--- config.mk ---
export PLATFORM = sky130hd
export DESIGN_NAME = halt_wake_ctl
export DESIGN_NICKNAME = d
export VERILOG_FILES = /design/src/rtl/halt_ctl_pkg.sv /design/src/rtl/halt_irq_sync.sv /design/src/rtl/halt_settle_timer.sv /design/src/rtl/halt_pm_fsm.sv /design/src/rtl/halt_wake_ctl.sv
export SDC_FILE = /design/constraint.sdc
export NUM_CORES = 1
export LEC_CHECK = 0
export ABC_AREA = 1
export ABC_CLOCK_PERIOD_IN_PS = 4400
export BUFFER_PORTS_ARGS = -buffer_cell sky130_fd_sc_hd__buf_2
export CORE_MARGIN = 2
export CORE_UTILIZATION = 60
export DETAILED_ROUTE_END_ITERATION = 10
export HOLD_SLACK_MARGIN = 0.08
export PLACE_DENSITY = 0.93
export SLEW_MARGIN = 15
export SYNTH_ARGS = -nofsm -noshare
export SYNTH_HDL_FRONTEND = slang
export SYNTH_HIERARCHICAL = 1
export SYNTH_SLANG_ARGS = --single-unit
--- constraint.sdc ---
create_clock -name clk -period 4.4 [get_ports clk]
set_input_delay 0.88 -clock clk [delete_from_list [all_inputs] [get_ports clk]]
set_output_delay 0.88 -clock clk [all_outputs]
set_load 0.005 [all_outputs]
--- src/rtl/halt_ctl_pkg.sv ---
`timescale 1ns/1ps
package halt_ctl_pkg;

    localparam int unsigned DEF_SETTLE_CYCLES = 4096;
    localparam int unsigned DEF_SYNC_STAGES   = 2;

    typedef enum logic [1:0] {
        PM_RUN    = 2'd0,
        PM_HALTED = 2'd1,
        PM_SETTLE = 2'd2,
        PM_SPARE  = 2'd3
    } pm_state_e;

    typedef enum logic [1:0] {
        WK_NONE  = 2'd0,
        WK_RESET = 2'd1,
        WK_IRQ   = 2'd2
    } wake_src_e;

    typedef struct packed {
        logic osc;
        logic cpu;
        logic per;
    } clk_gate_t;

    typedef struct packed {
        logic rst_vec;
        logic irq_svc;
        logic wdg_rst;
    } pm_pulse_t;

    // Clock gate pattern per state: oscillator first, CPU and peripherals only in run.
    function automatic clk_gate_t gates_for(input pm_state_e st);
        clk_gate_t g;
        case (st)
            PM_HALTED: g = '{osc: 1'b0, cpu: 1'b0, per: 1'b0};
            PM_SETTLE: g = '{osc: 1'b1, cpu: 1'b0, per: 1'b0};
            default:   g = '{osc: 1'b1, cpu: 1'b1, per: 1'b1};
        endcase
        return g;
    endfunction

    // Reset outranks an interrupt seen in the same cycle.
    function automatic wake_src_e pick_source(input logic rst_seen, input logic irq_seen);
        if (rst_seen)      return WK_RESET;
        else if (irq_seen) return WK_IRQ;
        else               return WK_NONE;
    endfunction

endpackage

--- src/rtl/halt_irq_sync.sv ---
`timescale 1ns/1ps
module halt_irq_sync #(
    parameter int unsigned STAGES = 2
) (
    input  logic clk,
    input  logic rst,
    input  logic async_in,
    output logic sync_out
);
    logic [STAGES-1:0] chain_q;

    generate
        for (genvar i = 0; i < STAGES; i++) begin : g_stage
            if (i == 0) begin : g_first
                always_ff @(posedge clk) begin
                    if (rst) chain_q[0] <= 1'b0;
                    else     chain_q[0] <= async_in;
                end
            end else begin : g_next
                always_ff @(posedge clk) begin
                    if (rst) chain_q[i] <= 1'b0;
                    else     chain_q[i] <= chain_q[i-1];
                end
            end
        end
    endgenerate

    assign sync_out = chain_q[STAGES-1];
endmodule

--- src/rtl/halt_settle_timer.sv ---
`timescale 1ns/1ps
module halt_settle_timer #(
    parameter int unsigned CYCLES = 4096
) (
    input  logic clk,
    input  logic load,
    output logic done
);
    localparam int unsigned CW = (CYCLES > 1) ? $clog2(CYCLES) : 1;
    localparam logic [CW-1:0] RELOAD = CW'(CYCLES - 1);

    logic [CW-1:0] cnt_q;

    // Loaded together with the move into settling; counts down to zero and rests there.
    always_ff @(posedge clk) begin
        if (load)              cnt_q <= RELOAD;
        else if (cnt_q != '0)  cnt_q <= cnt_q - 1'b1;
    end

    assign done = (cnt_q == '0);
endmodule

--- src/rtl/halt_pm_fsm.sv ---
`timescale 1ns/1ps
module halt_pm_fsm
    import halt_ctl_pkg::*;
(
    input  logic      clk,
    input  logic      rst,
    input  logic      halt_req,
    input  logic      wdg_en,
    input  logic      irq_s,
    input  logic      tmr_done,
    output logic      tmr_load,
    output pm_state_e state,
    output logic      mask,
    output pm_pulse_t pulses
);
    pm_state_e st_q;
    wake_src_e src_q;
    logic      mask_q;
    pm_pulse_t pls_q;
    logic      wake_evt;
    logic      restart;

    assign wake_evt = (st_q == PM_HALTED) && (rst || irq_s);
    assign restart  = (st_q == PM_SETTLE) && rst;
    assign tmr_load = wake_evt || restart;

    always_ff @(posedge clk) begin
        pls_q <= '0;
        case (st_q)
            PM_HALTED: begin
                if (wake_evt) begin
                    st_q  <= PM_SETTLE;
                    src_q <= pick_source(rst, irq_s);
                end
            end
            PM_SETTLE: begin
                if (rst) begin
                    src_q <= WK_RESET;
                end else if (tmr_done) begin
                    st_q          <= PM_RUN;
                    mask_q        <= 1'b1;
                    pls_q.rst_vec <= (src_q == WK_RESET);
                    pls_q.irq_svc <= (src_q == WK_IRQ);
                    src_q         <= WK_NONE;
                end
            end
            default: begin
                if (rst) begin
                    st_q   <= PM_RUN;
                    mask_q <= 1'b1;
                    src_q  <= WK_NONE;
                end else if (halt_req) begin
                    if (wdg_en) begin
                        pls_q.wdg_rst <= 1'b1;
                    end else begin
                        st_q   <= PM_HALTED;
                        mask_q <= 1'b0;
                    end
                end
            end
        endcase
    end

    assign state  = st_q;
    assign mask   = mask_q;
    assign pulses = pls_q;
endmodule

--- src/rtl/halt_wake_ctl.sv ---
`timescale 1ns/1ps
module halt_wake_ctl
    import halt_ctl_pkg::*;
#(
    parameter int unsigned SETTLE_CYCLES = DEF_SETTLE_CYCLES,
    parameter int unsigned SYNC_STAGES   = DEF_SYNC_STAGES
) (
    input  logic clk,
    input  logic rst,
    input  logic halt_req,
    input  logic wdg_en,
    input  logic ext_irq,
    output logic osc_en,
    output logic cpu_clk_en,
    output logic per_clk_en,
    output logic irq_mask,
    output logic wake_rst_vec,
    output logic wake_irq_svc,
    output logic wdg_rst_req
);
    logic      irq_s;
    logic      tmr_load;
    logic      tmr_done;
    pm_state_e state;
    pm_pulse_t pulses;
    clk_gate_t gates;

    halt_irq_sync #(.STAGES(SYNC_STAGES)) sync_i (
        .clk      (clk),
        .rst      (rst),
        .async_in (ext_irq),
        .sync_out (irq_s)
    );

    halt_settle_timer #(.CYCLES(SETTLE_CYCLES)) timer_i (
        .clk  (clk),
        .load (tmr_load),
        .done (tmr_done)
    );

    halt_pm_fsm fsm_i (
        .clk      (clk),
        .rst      (rst),
        .halt_req (halt_req),
        .wdg_en   (wdg_en),
        .irq_s    (irq_s),
        .tmr_done (tmr_done),
        .tmr_load (tmr_load),
        .state    (state),
        .mask     (irq_mask),
        .pulses   (pulses)
    );

    assign gates        = gates_for(state);
    assign osc_en       = gates.osc;
    assign cpu_clk_en   = gates.cpu;
    assign per_clk_en   = gates.per;
    assign wake_rst_vec = pulses.rst_vec;
    assign wake_irq_svc = pulses.irq_svc;
    assign wdg_rst_req  = pulses.wdg_rst;
endmodule

Word-level counts from Yosys, hierarchy flattened:

Cells that the tools add are included.
W data, S select, Z words.

* word-level logic and storage cells: 59
* output and inout port bits: 7
* input port bits: 5
* register bits: 22

* bitwise logic cells: 4
* $add $sub $neg: 1
* muxes and demuxes: 21
* equality and inequality tests: 10
* reductions and logical operators: 14

Operator list (number)
* $mux W2: 11
* $logic_not A12 Y1: 1
* $reduce_bool A12 Y1: 1
* $sub A12 B1 Y12 const B: 1
* $reduce_and A5 Y1: 2
* $pmux W2 S2: 2
* $mux W1: 6
* $ne A3 B2 Y1 const B: 2
* $pmux W3 S2: 1
* $reduce_bool A3 Y1: 2
* $eq A2 B1 Y1 const B: 2
* $eq A2 B2 Y1 const B: 2
* $ne A2 B1 Y1 const B: 2
* $ne A4 B2 Y1 const B: 1
* $not A1 Y1: 4
* $reduce_bool A4 Y1: 1
* $reduce_or A4 Y1: 1
* $reduce_and A3 Y1: 1
* $reduce_or A3 Y1: 1
* $logic_and A1 B1 Y1: 2
* $logic_or A1 B1 Y1: 2
* $ne A2 B2 Y1 const B: 1
* $pmux W1 S2: 1

Depth between registers and ports, before layout:

Gate-level depths: netlist of the first run.

* depth after elaboration: 4
* depth in mapped cells: 10
* depth with buffers taken out: 10

Modules after synthesis:

The synthesis of the first run kept the hierarchy.

Modules (own cells, without submodules)
* halt_settle_timer: seq. area each 240.2 um2, area each 676.9 um2, instances 1, cells each 101
* halt_pm_fsm: seq. area each 210.2 um2, area each 409.1 um2, instances 1, cells each 48
* halt_irq_sync: seq. area each 40.0 um2, area each 55.1 um2, instances 1, cells each 6
* halt_wake_ctl: seq. area each 0.0 um2, area each 27.5 um2, instances 1, cells each 4

Worst setup path before layout of the first run:

Ideal clock, no wire load.

* path kind: register to output
* from: register fsm_i.st_q[0], in the netlist fsm_i/state[0]
* to: output per_clk_en
* data required time: 3.520 ns
* stages on the path, launching flop included: 3
* arrival time: 0.883 ns
* setup slack: 2.637 ns
* cells stage by stage: edfxtp_1 -> ha_1 -> buf_4

* longest elaborated chain between the ends: 2
* elaborated cells on any way between the ends: 3
* those cells by class: eq/ne: 2; mux: 1

RTL lines
* start, declared: line halt_pm_fsm.sv:16 `pm_state_e st_q;`
* start signal, assigned: line halt_pm_fsm.sv:32 `st_q <= PM_SETTLE;`
* start signal, assigned: line halt_pm_fsm.sv:40 `st_q <= PM_RUN;`
* start signal, assigned: line halt_pm_fsm.sv:49 `st_q <= PM_RUN;`
* $eq A2 B2 Y1 / $eq A2 B1 Y1 (equally long branches): line halt_ctl_pkg.sv:35 `case (st)`
* $pmux W3 S2 (*): line halt_ctl_pkg.sv:35
* end, declared: line halt_wake_ctl.sv:15 `output logic per_clk_en,`

Mark *: on every way between the ends. The rest lies on a longest branch, timed or not.

Final worst setup path of the first run:

Same ends and word-level chain as after synthesis.

==> results of run 1 <==
==> cells in the final DEF, fill, tap and decap left out <==
master,count
sky130_fd_sc_hd__nor3_1,5
sky130_fd_sc_hd__ha_1,6
sky130_fd_sc_hd__nand2_1,33
sky130_fd_sc_hd__clkinv_1,1
sky130_fd_sc_hd__o21bai_1,1
sky130_fd_sc_hd__nand2_4,1
sky130_fd_sc_hd__buf_2,11
sky130_fd_sc_hd__clkinv_2,1
sky130_fd_sc_hd__inv_2,2
sky130_fd_sc_hd__edfxtp_1,5
sky130_fd_sc_hd__clkbuf_4,3
sky130_fd_sc_hd__o21ai_1,3
sky130_fd_sc_hd__nor2_2,5
sky130_fd_sc_hd__a21oi_1,3
sky130_fd_sc_hd__inv_1,26
sky130_fd_sc_hd__dfxtp_1,17
sky130_fd_sc_hd__nor3_2,1
sky130_fd_sc_hd__bufinv_16,1
sky130_fd_sc_hd__nor2_4,3
sky130_fd_sc_hd__o21ai_0,2
sky130_fd_sc_hd__nand2_2,6
sky130_fd_sc_hd__nand3_1,18
sky130_fd_sc_hd__nor2_1,19
==> flip-flops by register name, summed over array words and instances, names as in the netlist <==
| name | flops |
|---|---|
| sync_i/sync_out | 1 |
| fsm_i/mask | 1 |
| sync_i/chain_q | 1 |
| timer_i/cnt_q | 12 |
| fsm_i/pulses | 3 |
| fsm_i/src_q | 2 |
| fsm_i/state | 2 |
==> how the worst max path moves through the flow <==
stage,cells past startpoint,slack (ps),to,from
2_1_floorplan,2,2640,per_clk_en,fsm_i/state[0]
3_3_place_gp,5,2520,timer_i/cnt_q[5],rst
3_5_place_dp,5,2480,timer_i/cnt_q[0],rst
4_1_cts,2,2270,cpu_clk_en,fsm_i/state[0]
5_1_grt,2,2210,cpu_clk_en,fsm_i/state[0]
6_report,2,2290,per_clk_en,fsm_i/state[0]
==> cells in the mapped netlist, types with 5 or more instances <==
master	n	area [um2]
sky130_fd_sc_hd__dfxtp_1	17	340.3
sky130_fd_sc_hd__edfxtp_1	5	150.1
sky130_fd_sc_hd__ha_1	6	75.07
sky130_fd_sc_hd__inv_1	26	97.59
sky130_fd_sc_hd__nand2_1	33	123.9
sky130_fd_sc_hd__nand2_2	6	37.54
sky130_fd_sc_hd__nand3_1	18	90.09
sky130_fd_sc_hd__nor2_1	19	71.32
sky130_fd_sc_hd__nor2_2	5	31.28
sky130_fd_sc_hd__nor3_1	5	25.02
==> worst register-to-register path, stage by stage, from the launching register on <==
cell and delay (ps):
sky130_fd_sc_hd__edfxtp_1 460, sky130_fd_sc_hd__inv_1 110, sky130_fd_sc_hd__ha_1 250, sky130_fd_sc_hd__nor2_1 80, sky130_fd_sc_hd__o21ai_1 270, sky130_fd_sc_hd__clkinv_1 340, sky130_fd_sc_hd__nand3_1 170
==> per-layer routing <==
layer | wire length, um | part of all wire | track usage | vias up
met5 | 0 | 0 | 0 | -
met4 | 53 | 0.024 | 0.1135 | 0
met3 | 148 | 0.068 | 0.03704 | 12
met2 | 1029 | 0.47 | 0.3653 | 47
met1 | 944 | 0.43 | 0.3070 | 442
li1 | - | - | - | 521
==> stage by stage <==
step	hold WS [ps]	area (um2)	util
after global routing	442.7	1300	0.7291
after floorplan	388.3	1169	-
after global placement	397.3	1247	0.6996
final	418.7	1300	0.7291
after detailed placement	402.3	1247	0.6996
after CTS	422.1	1300	0.7291
==> layout make-up <==
type / count / area, um2 / area share
timing repair buffer: 11 / 55.05 / 0.04235
multi-input combinational: 106 / 556.8 / 0.4283
clock inverter: 1 / 30.03 / 0.02310
inverter: 30 / 113.9 / 0.08758
tap: 25 / 31.28 / 0.02406
clock buffer: 3 / 22.52 / 0.01732
sequential: 22 / 490.5 / 0.3773
==> logic make-up (layout without fill, tap and decap cells) <==
group                      after synthesis  count (layout)  share of synthesized area
AOI/OAI and AO/OA                        9               9                    0.04068
adders and majority gates                6               6                    0.06424
buffers and inverters                   31              45                     0.1038
DFF                                     22              22                     0.4197
and+or+nand+nor                         91              91                     0.3715
==> power by group through the flow <==
stage               Combinational [mW]  Sequential (mW)  Clock [mW]
floorplan                        0.187            0.291           0
global placement                 0.227            0.294           0
detailed placement               0.237            0.297           0
CTS                              0.245            0.293       0.158
global route                     0.283            0.300       0.164
finish                           0.245            0.293       0.154
==> reports/summary.json, run 1 <==
{
  "run_status": {
    "run_status": "completed"
  },
  "drt": {
    "drt_first_pass_iters": 5,
    "avgViaCountPerCell": 5.162,
    "detail-route-antenna-nets": 0,
    "routed-via-count": 1022,
    "routedWlPerCell_um": 10.99,
    "post-route-drc-count": 0,
    "drt-initial-drc-count": 41,
    "drt_wl_total_um": 2176
  },
  "finish": {
    "final_layout_size_suffix_gt1_frac": 0.1965,
    "antenna-diode-count": 0,
    "syn2layout_area_growth_pct": 11.24,
    "filler_cell_count": 124,
    "finish.net_count": 185,
    "final_cell_count_without_fillers": 198
  },
  "pwr": {
    "p_sw_mw": 0.2467,
    "vdd_ir_drop_max_v": 0.0003174,
    "report.power.total_mw": 0.6919,
    "sw_frac_of_total": 0.3566,
    "power_report.internal_total_mw": 0.4452,
    "total_leakage_power_nw": 0.6326,
    "pwr-share-seq": 0.424,
    "share_clk_of_total_power": 0.223,
    "pwr-share-comb": 0.353,
    "cellPowerDensity_mw_per_mm2": 532.2
  },
  "setup_path": {
    "worst_path_dominant_cell_family": "flip-flops",
    "timing.reg2reg.setup_slack_ps": 2650,
    "worst-path-max-fanout": 4,
    "worst-r2r-cell-count": 6,
    "rr_startpoint": "fsm_i/state[0]",
    "worst-endpoint-arrival_ps": 1230,
    "regToRegEndpoint": "timer_i/cnt_q[1]",
    "critical-path-slowest-cell": "sky130_fd_sc_hd__edfxtp_1",
    "startpoint_type": "flop",
    "crit_required_ps": 3520,
    "critPathCaptureType": "output pin",
    "critical-path-max-stage-delay_ps": 460,
    "timing.critical_path.cells": "ha_1 -> buf_2",
    "cp.buffers_inverters": 1,
    "worst-setup-path-type": "reg2out"
  },
  "cts": {
    "cts.hold.buffers_added": 0,
    "tritoncts": "yes",
    "ctsRootBufferMaster": "sky130_fd_sc_hd__clkbuf_4",
    "clock_sink_count": 22,
    "clk_pin_slew_ps": 130,
    "clock_tree.buffer_depth": 2,
    "cts_buffer_count": 3,
    "cts_h_tree_depth": 1,
    "cts_resized": 0,
    "post-cts-setup-buffers": 0,
    "worst_skew_pair.late_latency_ps": 310
  },
  "sta": {
    "timing_hold_violations_final": 0,
    "min_period_over_period": 0.4800,
    "finalClockSkew_ps": 7.431,
    "grt_setup_unrepaired": "false",
    "worst_slew_pin_slew_ps": 301.2,
    "finalMaxSlewViolations": 0,
    "timing.final.ws_setup_ps": 2288,
    "maxClockFrequency_mhz": 473.5,
    "finalSetupViolations": 0,
    "fin_setup_tns_ps": 0,
    "slew-limit-headroom": 0.7978,
    "period_minus_slack_ps": 2112
  },
  "hold_path": {
    "whs_path_depth": 2,
    "holdPathEnd": "sync_i/sync_out",
    "timing.hold.worst.class": "reg2reg",
    "min-delay-start": "sync_i/chain_q[0]"
  },
  "floorplanning": {
    "die-width_um": 48.13,
    "floorplan.rows": 15,
    "die-area_mm2": 0.002317,
    "core_area_mm2": 0.001783,
    "floorplan.initialDensity": 0.6554,
    "die_y_um": 48.13,
    "io_pins": 12
  },
  "grt": {
    "first_pass_grt_wire_length_um": 3691,
    "pin_count_of_the_biggest_net_entering_global_routing": 14,
    "first_global_vias": 918,
    "grt.overflow.total": 0,
    "gr-usage-all-layers": 0.2308,
    "antenna_found_initial": 0
  },
  "synthesis": {
    "avg_cell_area_syn_um2": 7.350,
    "synth_nets": 170,
    "synth_ff_type": "sky130_fd_sc_hd__dfxtp_1",
    "yosysWarningCount": 6,
    "ys_seq_elements": 22,
    "yosys.cell_types.count": 21,
    "synth_cells": 159,
    "netlist_area_mm2": 0.001169,
    "count_of_flip_flops_with_a_built_in_enable_after_synthesis": 5,
    "postSynth.asyncResetShare": 0,
    "yosysSeqAreaShare": 0.4197
  },
  "placement": {
    "place_ws_ps": 2481,
    "place_inst": 194,
    "finalWeightedCongestion": 0.8705,
    "detailedPlacementHpwl_um": 1558,
    "portBuffers": 11
  },
  "flow_run": {
    "cap_violations": 0
  }
}
Note: power is estimated with default switching activity, not from simulation.
==> run 2, diff against run 1 <==
--- a/config.mk
+++ b/config.mk
@@ -6,13 +6,13 @@
 export NUM_CORES = 1
 export LEC_CHECK = 0
 export ABC_AREA = 1
-export ABC_CLOCK_PERIOD_IN_PS = 4400
+export ABC_CLOCK_PERIOD_IN_PS = 1900
 export BUFFER_PORTS_ARGS = -buffer_cell sky130_fd_sc_hd__buf_2
 export CORE_MARGIN = 2
-export CORE_UTILIZATION = 60
+export CORE_UTILIZATION = 51
 export DETAILED_ROUTE_END_ITERATION = 10
 export HOLD_SLACK_MARGIN = 0.08
-export PLACE_DENSITY = 0.93
+export PLACE_DENSITY = 0.85
 export SLEW_MARGIN = 15
 export SYNTH_ARGS = -nofsm -noshare
 export SYNTH_HDL_FRONTEND = slang
==> constraint.sdc (replaced) <==
create_clock -name clk -period 1.9 [get_ports clk]
set_input_delay 0.38 -clock clk [delete_from_list [all_inputs] [get_ports clk]]
set_output_delay 0.38 -clock clk [all_outputs]
set_load 0.005 [all_outputs]
==> run 2 against run 1 <==
Compared with the run above: core utilization decreased by 13 points; via count is 0.59% lower; first-iteration DRC count rose by 4.9%; cell count rose by 1.5%; cell area is 0.29% higher; die area rose by 16%; wire length is 1.6% higher; critical path depth increased by 4; sequential power increased by 130%; flip-flop and latch count did not move; largest cell class unchanged; largest power group unchanged; highest routed layer unchanged.
==> reports/summary.json, run 2 (same netlist as run 1, synthesis figures left out) <==
{
  "flow_run": {
    "cap_violations": {"value": 0, "change": "unchanged"}
  },
  "finish": {
    "final_cell_count_without_fillers": {"value": 201, "change": "was 198"},
    "top_register": {"value": "timer_i/cnt_q", "change": "unchanged"},
    "final_layout_size_suffix_gt1_frac": {"value": 0.1965, "change": "unchanged"},
    "layout.cell_area.non_filler": {"value": 0.001304, "unit": "mm2", "change": "was 0.001300 mm2"},
    "largest_reg_flops": {"value": 12, "change": "unchanged"},
    "syn2layout_area_growth": {"value": 11.56, "unit": "%", "change": "was 11.24%"},
    "filler_cell_count": {"value": 206, "change": "was 124"},
    "layout_common_cells": {"value": "sky130_fd_sc_hd__nand2_1 (33), sky130_fd_sc_hd__inv_1 (26), sky130_fd_sc_hd__nor2_1 (19)", "change": "unchanged"},
    "antenna-diode-count": {"value": 0, "change": "unchanged"},
    "layout_commonest_cell": {"value": "sky130_fd_sc_hd__nand2_1", "change": "unchanged"},
    "finish.net_count": {"value": 185, "change": "unchanged"}
  },
  "run_status": {
    "run_status": {"value": "completed", "change": "unchanged"}
  },
  "floorplanning": {
    "die_y": {"value": 51.87, "unit": "um", "change": "was 48.13 um"},
    "io_pins": {"value": 12, "change": "unchanged"},
    "floorplan.initialDensity": {"value": 0.5334, "change": "was 0.6554"},
    "die-area": {"value": 0.002691, "unit": "mm2", "change": "was 0.002317 mm2"},
    "die-width": {"value": 51.87, "unit": "um", "change": "was 48.13 um"},
    "floorplan.rows": {"value": 17, "change": "was 15"},
    "core_area": {"value": 0.002191, "unit": "mm2", "change": "was 0.001783 mm2"}
  },
  "hold_path": {
    "whs_path_depth": {"value": 3, "change": "was 2"},
    "timing.hold.worst.class": {"value": "in2reg", "change": "was reg2reg"}
  },
  "placement": {
    "finalWeightedCongestion": {"value": 0.8917, "change": "was 0.8705"},
    "detailedPlacementHpwl": {"value": 1677, "unit": "um", "change": "was 1558 um"},
    "portBuffers": {"value": 11, "change": "unchanged"},
    "postPlaceCellArea": {"value": 0.001251, "unit": "mm2", "change": "was 0.001247 mm2"},
    "place_inst": {"value": 197, "change": "was 194"},
    "place_ws": {"value": 188.9, "unit": "ps", "change": "was 2481 ps"}
  },
  "pwr": {
    "p_sw": {"value": 0.5718, "unit": "mW", "change": "was 0.2467 mW"},
    "pwr-share-comb": {"value": 0.354, "change": "was 0.353"},
    "cellPowerDensity": {"value": 1229, "unit": "mW/mm2", "change": "was 532.2 mW/mm2"},
    "sw_frac_of_total": {"value": 0.3569, "change": "was 0.3566"},
    "total_leakage_power": {"value": 0.6326, "unit": "nW", "change": "unchanged"},
    "pwr-share-seq": {"value": 0.423, "change": "was 0.424"},
    "vdd_ir_drop_max": {"value": 0.0009023, "unit": "V", "change": "was 0.0003174 V"},
    "power_report.internal_total": {"value": 1.030, "unit": "mW", "change": "was 0.4452 mW"},
    "report.power.total": {"value": 1.602, "unit": "mW", "change": "was 0.6919 mW"},
    "share_clk_of_total_power": {"value": 0.223, "change": "about the same"}
  },
  "setup_path": {
    "worst_path_dominant_cell_family": {"value": "flip-flops", "change": "unchanged"},
    "cp_num_cells": {"value": 6, "change": "was 2"},
    "cp.buffers_inverters": {"value": 2, "change": "was 1"},
    "worst-path-max-fanout": {"value": 9, "change": "was 4"},
    "critical-path-slowest-cell": {"value": "sky130_fd_sc_hd__edfxtp_1", "change": "unchanged"},
    "critPathCaptureType": {"value": "flop", "change": "was output pin"},
    "timing.critical_path.cells": {"value": "inv_1 -> ha_1 -> nor2_1 -> o21ai_1 -> clkinv_1 -> nand3_1", "change": "was ha_1 -> buf_2"},
    "startpoint_type": {"value": "flop", "change": "unchanged"},
    "worst-endpoint-arrival": {"value": 2000, "unit": "ps", "change": "was 1230 ps"},
    "worst-r2r-cell-count": {"value": 6, "change": "unchanged"},
    "worst-setup-path-type": {"value": "reg2reg", "change": "was reg2out"},
    "crit_required": {"value": 2140, "unit": "ps", "change": "was 3520 ps"},
    "critical-path-max-stage-delay": {"value": 460, "unit": "ps", "change": "about the same"}
  },
  "grt": {
    "antenna_found_initial": {"value": 0, "change": "unchanged"},
    "first_pass_grt_wire_length": {"value": 3739, "unit": "um", "change": "was 3691 um"},
    "grt.overflow.total": {"value": 0, "change": "unchanged"},
    "gr-usage-all-layers": {"value": 0.1880, "change": "was 0.2308"},
    "first_global_vias": {"value": 916, "change": "was 918"},
    "pin_count_of_the_biggest_net_entering_global_routing": {"value": 14, "change": "unchanged"}
  },
  "sta": {
    "slew-limit-headroom": {"value": 0.7714, "change": "was 0.7978"},
    "worst_slew_pin_slew": {"value": 340.7, "unit": "ps", "change": "was 301.2 ps"},
    "timing.final.ws_setup": {"value": 147.1, "unit": "ps", "change": "was 2288 ps"},
    "finalClockSkew": {"value": 11.76, "unit": "ps", "change": "was 7.431 ps"},
    "finalMaxSlewViolations": {"value": 0, "change": "unchanged"},
    "min_period_over_period": 0.9226,
    "timing_hold_violations_final": {"value": 0, "change": "unchanged"},
    "period_minus_slack_ps": 1753,
    "finalSetupViolations": {"value": 0, "change": "unchanged"},
    "maxClockFrequency_mhz": 570.5,
    "fin_setup_tns": {"value": 0, "unit": "ps", "change": "unchanged"},
    "grt_setup_unrepaired": {"value": "false", "change": "unchanged"}
  },
  "cts": {
    "cts_buffer_count": {"value": 3, "change": "unchanged"},
    "tritoncts": {"value": "yes", "change": "unchanged"},
    "clk_pin_slew": {"value": 130, "unit": "ps", "change": "about the same"},
    "clock_sink_count": {"value": 22, "change": "unchanged"},
    "cts_h_tree_depth": {"value": 1, "change": "unchanged"},
    "worst_skew_pair.late_latency": {"value": 310, "unit": "ps", "change": "about the same"},
    "cts_resized": {"value": 0, "change": "unchanged"},
    "post-cts-setup-buffers": {"value": 0, "change": "unchanged"},
    "cts.hold.buffers_added": {"value": 0, "change": "unchanged"},
    "clock_tree.buffer_depth": {"value": 2, "change": "unchanged"},
    "ctsRootBufferMaster": {"value": "sky130_fd_sc_hd__clkbuf_4", "change": "unchanged"}
  },
  "drt": {
    "drt_first_pass_iters": {"value": 5, "change": "unchanged"},
    "routedWlPerCell": {"value": 11.00, "unit": "um", "change": "was 10.99 um"},
    "post-route-drc-count": {"value": 0, "change": "unchanged"},
    "drt_wl_total": {"value": 2211, "unit": "um", "change": "was 2176 um"},
    "detail-route-antenna-nets": {"value": 0, "change": "unchanged"},
    "avgViaCountPerCell": {"value": 5.055, "change": "was 5.162"},
    "routed-via-count": {"value": 1016, "change": "was 1022"},
    "drt-initial-drc-count": {"value": 43, "change": "was 41"}
  }
}
-- run 2: area by class of cell --
cell class                 instances  area, um2  area share
clock buffer                       3      22.52     0.01727
sequential                        22      490.5      0.3762
clock inverter                     1      30.03     0.02303
inverter                          30      113.9     0.08733
multi-input combinational        106      556.8      0.4271
tap                               28      35.03     0.02687
timing repair buffer              11      55.05     0.04223
-- run 2: worst paths after layout --
path	from	to	slack, ps
setup reg to reg	fsm_i/state[0]	timer_i/cnt_q[6]	150
hold / removal	ext_irq	sync_i/chain_q[0]	250
setup / recovery	fsm_i/state[0]	timer_i/cnt_q[6]	150
hold reg to reg	sync_i/chain_q[0]	sync_i/sync_out	430
-- run 2: power groups by stage --
stage	Combinational, mW	Sequential (mW)	Clock (mW)
after detailed placement	0.553	0.687	0
final	0.567	0.677	0.358
after CTS	0.563	0.677	0.369
after global placement	0.527	0.681	0
after global routing	0.633	0.696	0.384
after floorplan	0.433	0.675	0
-- run 2: layer usage --
metal | track usage | wire length, um | share of wire | up-vias
met5 | 0 | 0 | 0 | -
met3 | 0.03448 | 88 | 0.040 | 6
li1 | - | - | - | 524
met2 | 0.3312 | 1082 | 0.49 | 35
met1 | 0.2326 | 1016 | 0.46 | 451
met4 | 0.05263 | 23 | 0.010 | 0
-- run 2: worst reg2reg max path, stage by stage (launching register included) --
cell	delay, ps
sky130_fd_sc_hd__edfxtp_1	460
sky130_fd_sc_hd__inv_1	90
sky130_fd_sc_hd__ha_1	240
sky130_fd_sc_hd__nor2_1	80
sky130_fd_sc_hd__o21ai_1	300
sky130_fd_sc_hd__clkinv_1	340
sky130_fd_sc_hd__nand3_1	180
-- run 2: through the flow --
step	utilization	hold slack (ps)
after global placement	0.5711	393.2
final	0.5951	254.7
after floorplan	-	388.3
after CTS	0.5951	242.3
after detailed placement	0.5711	398.2
after global routing	0.5951	241.5
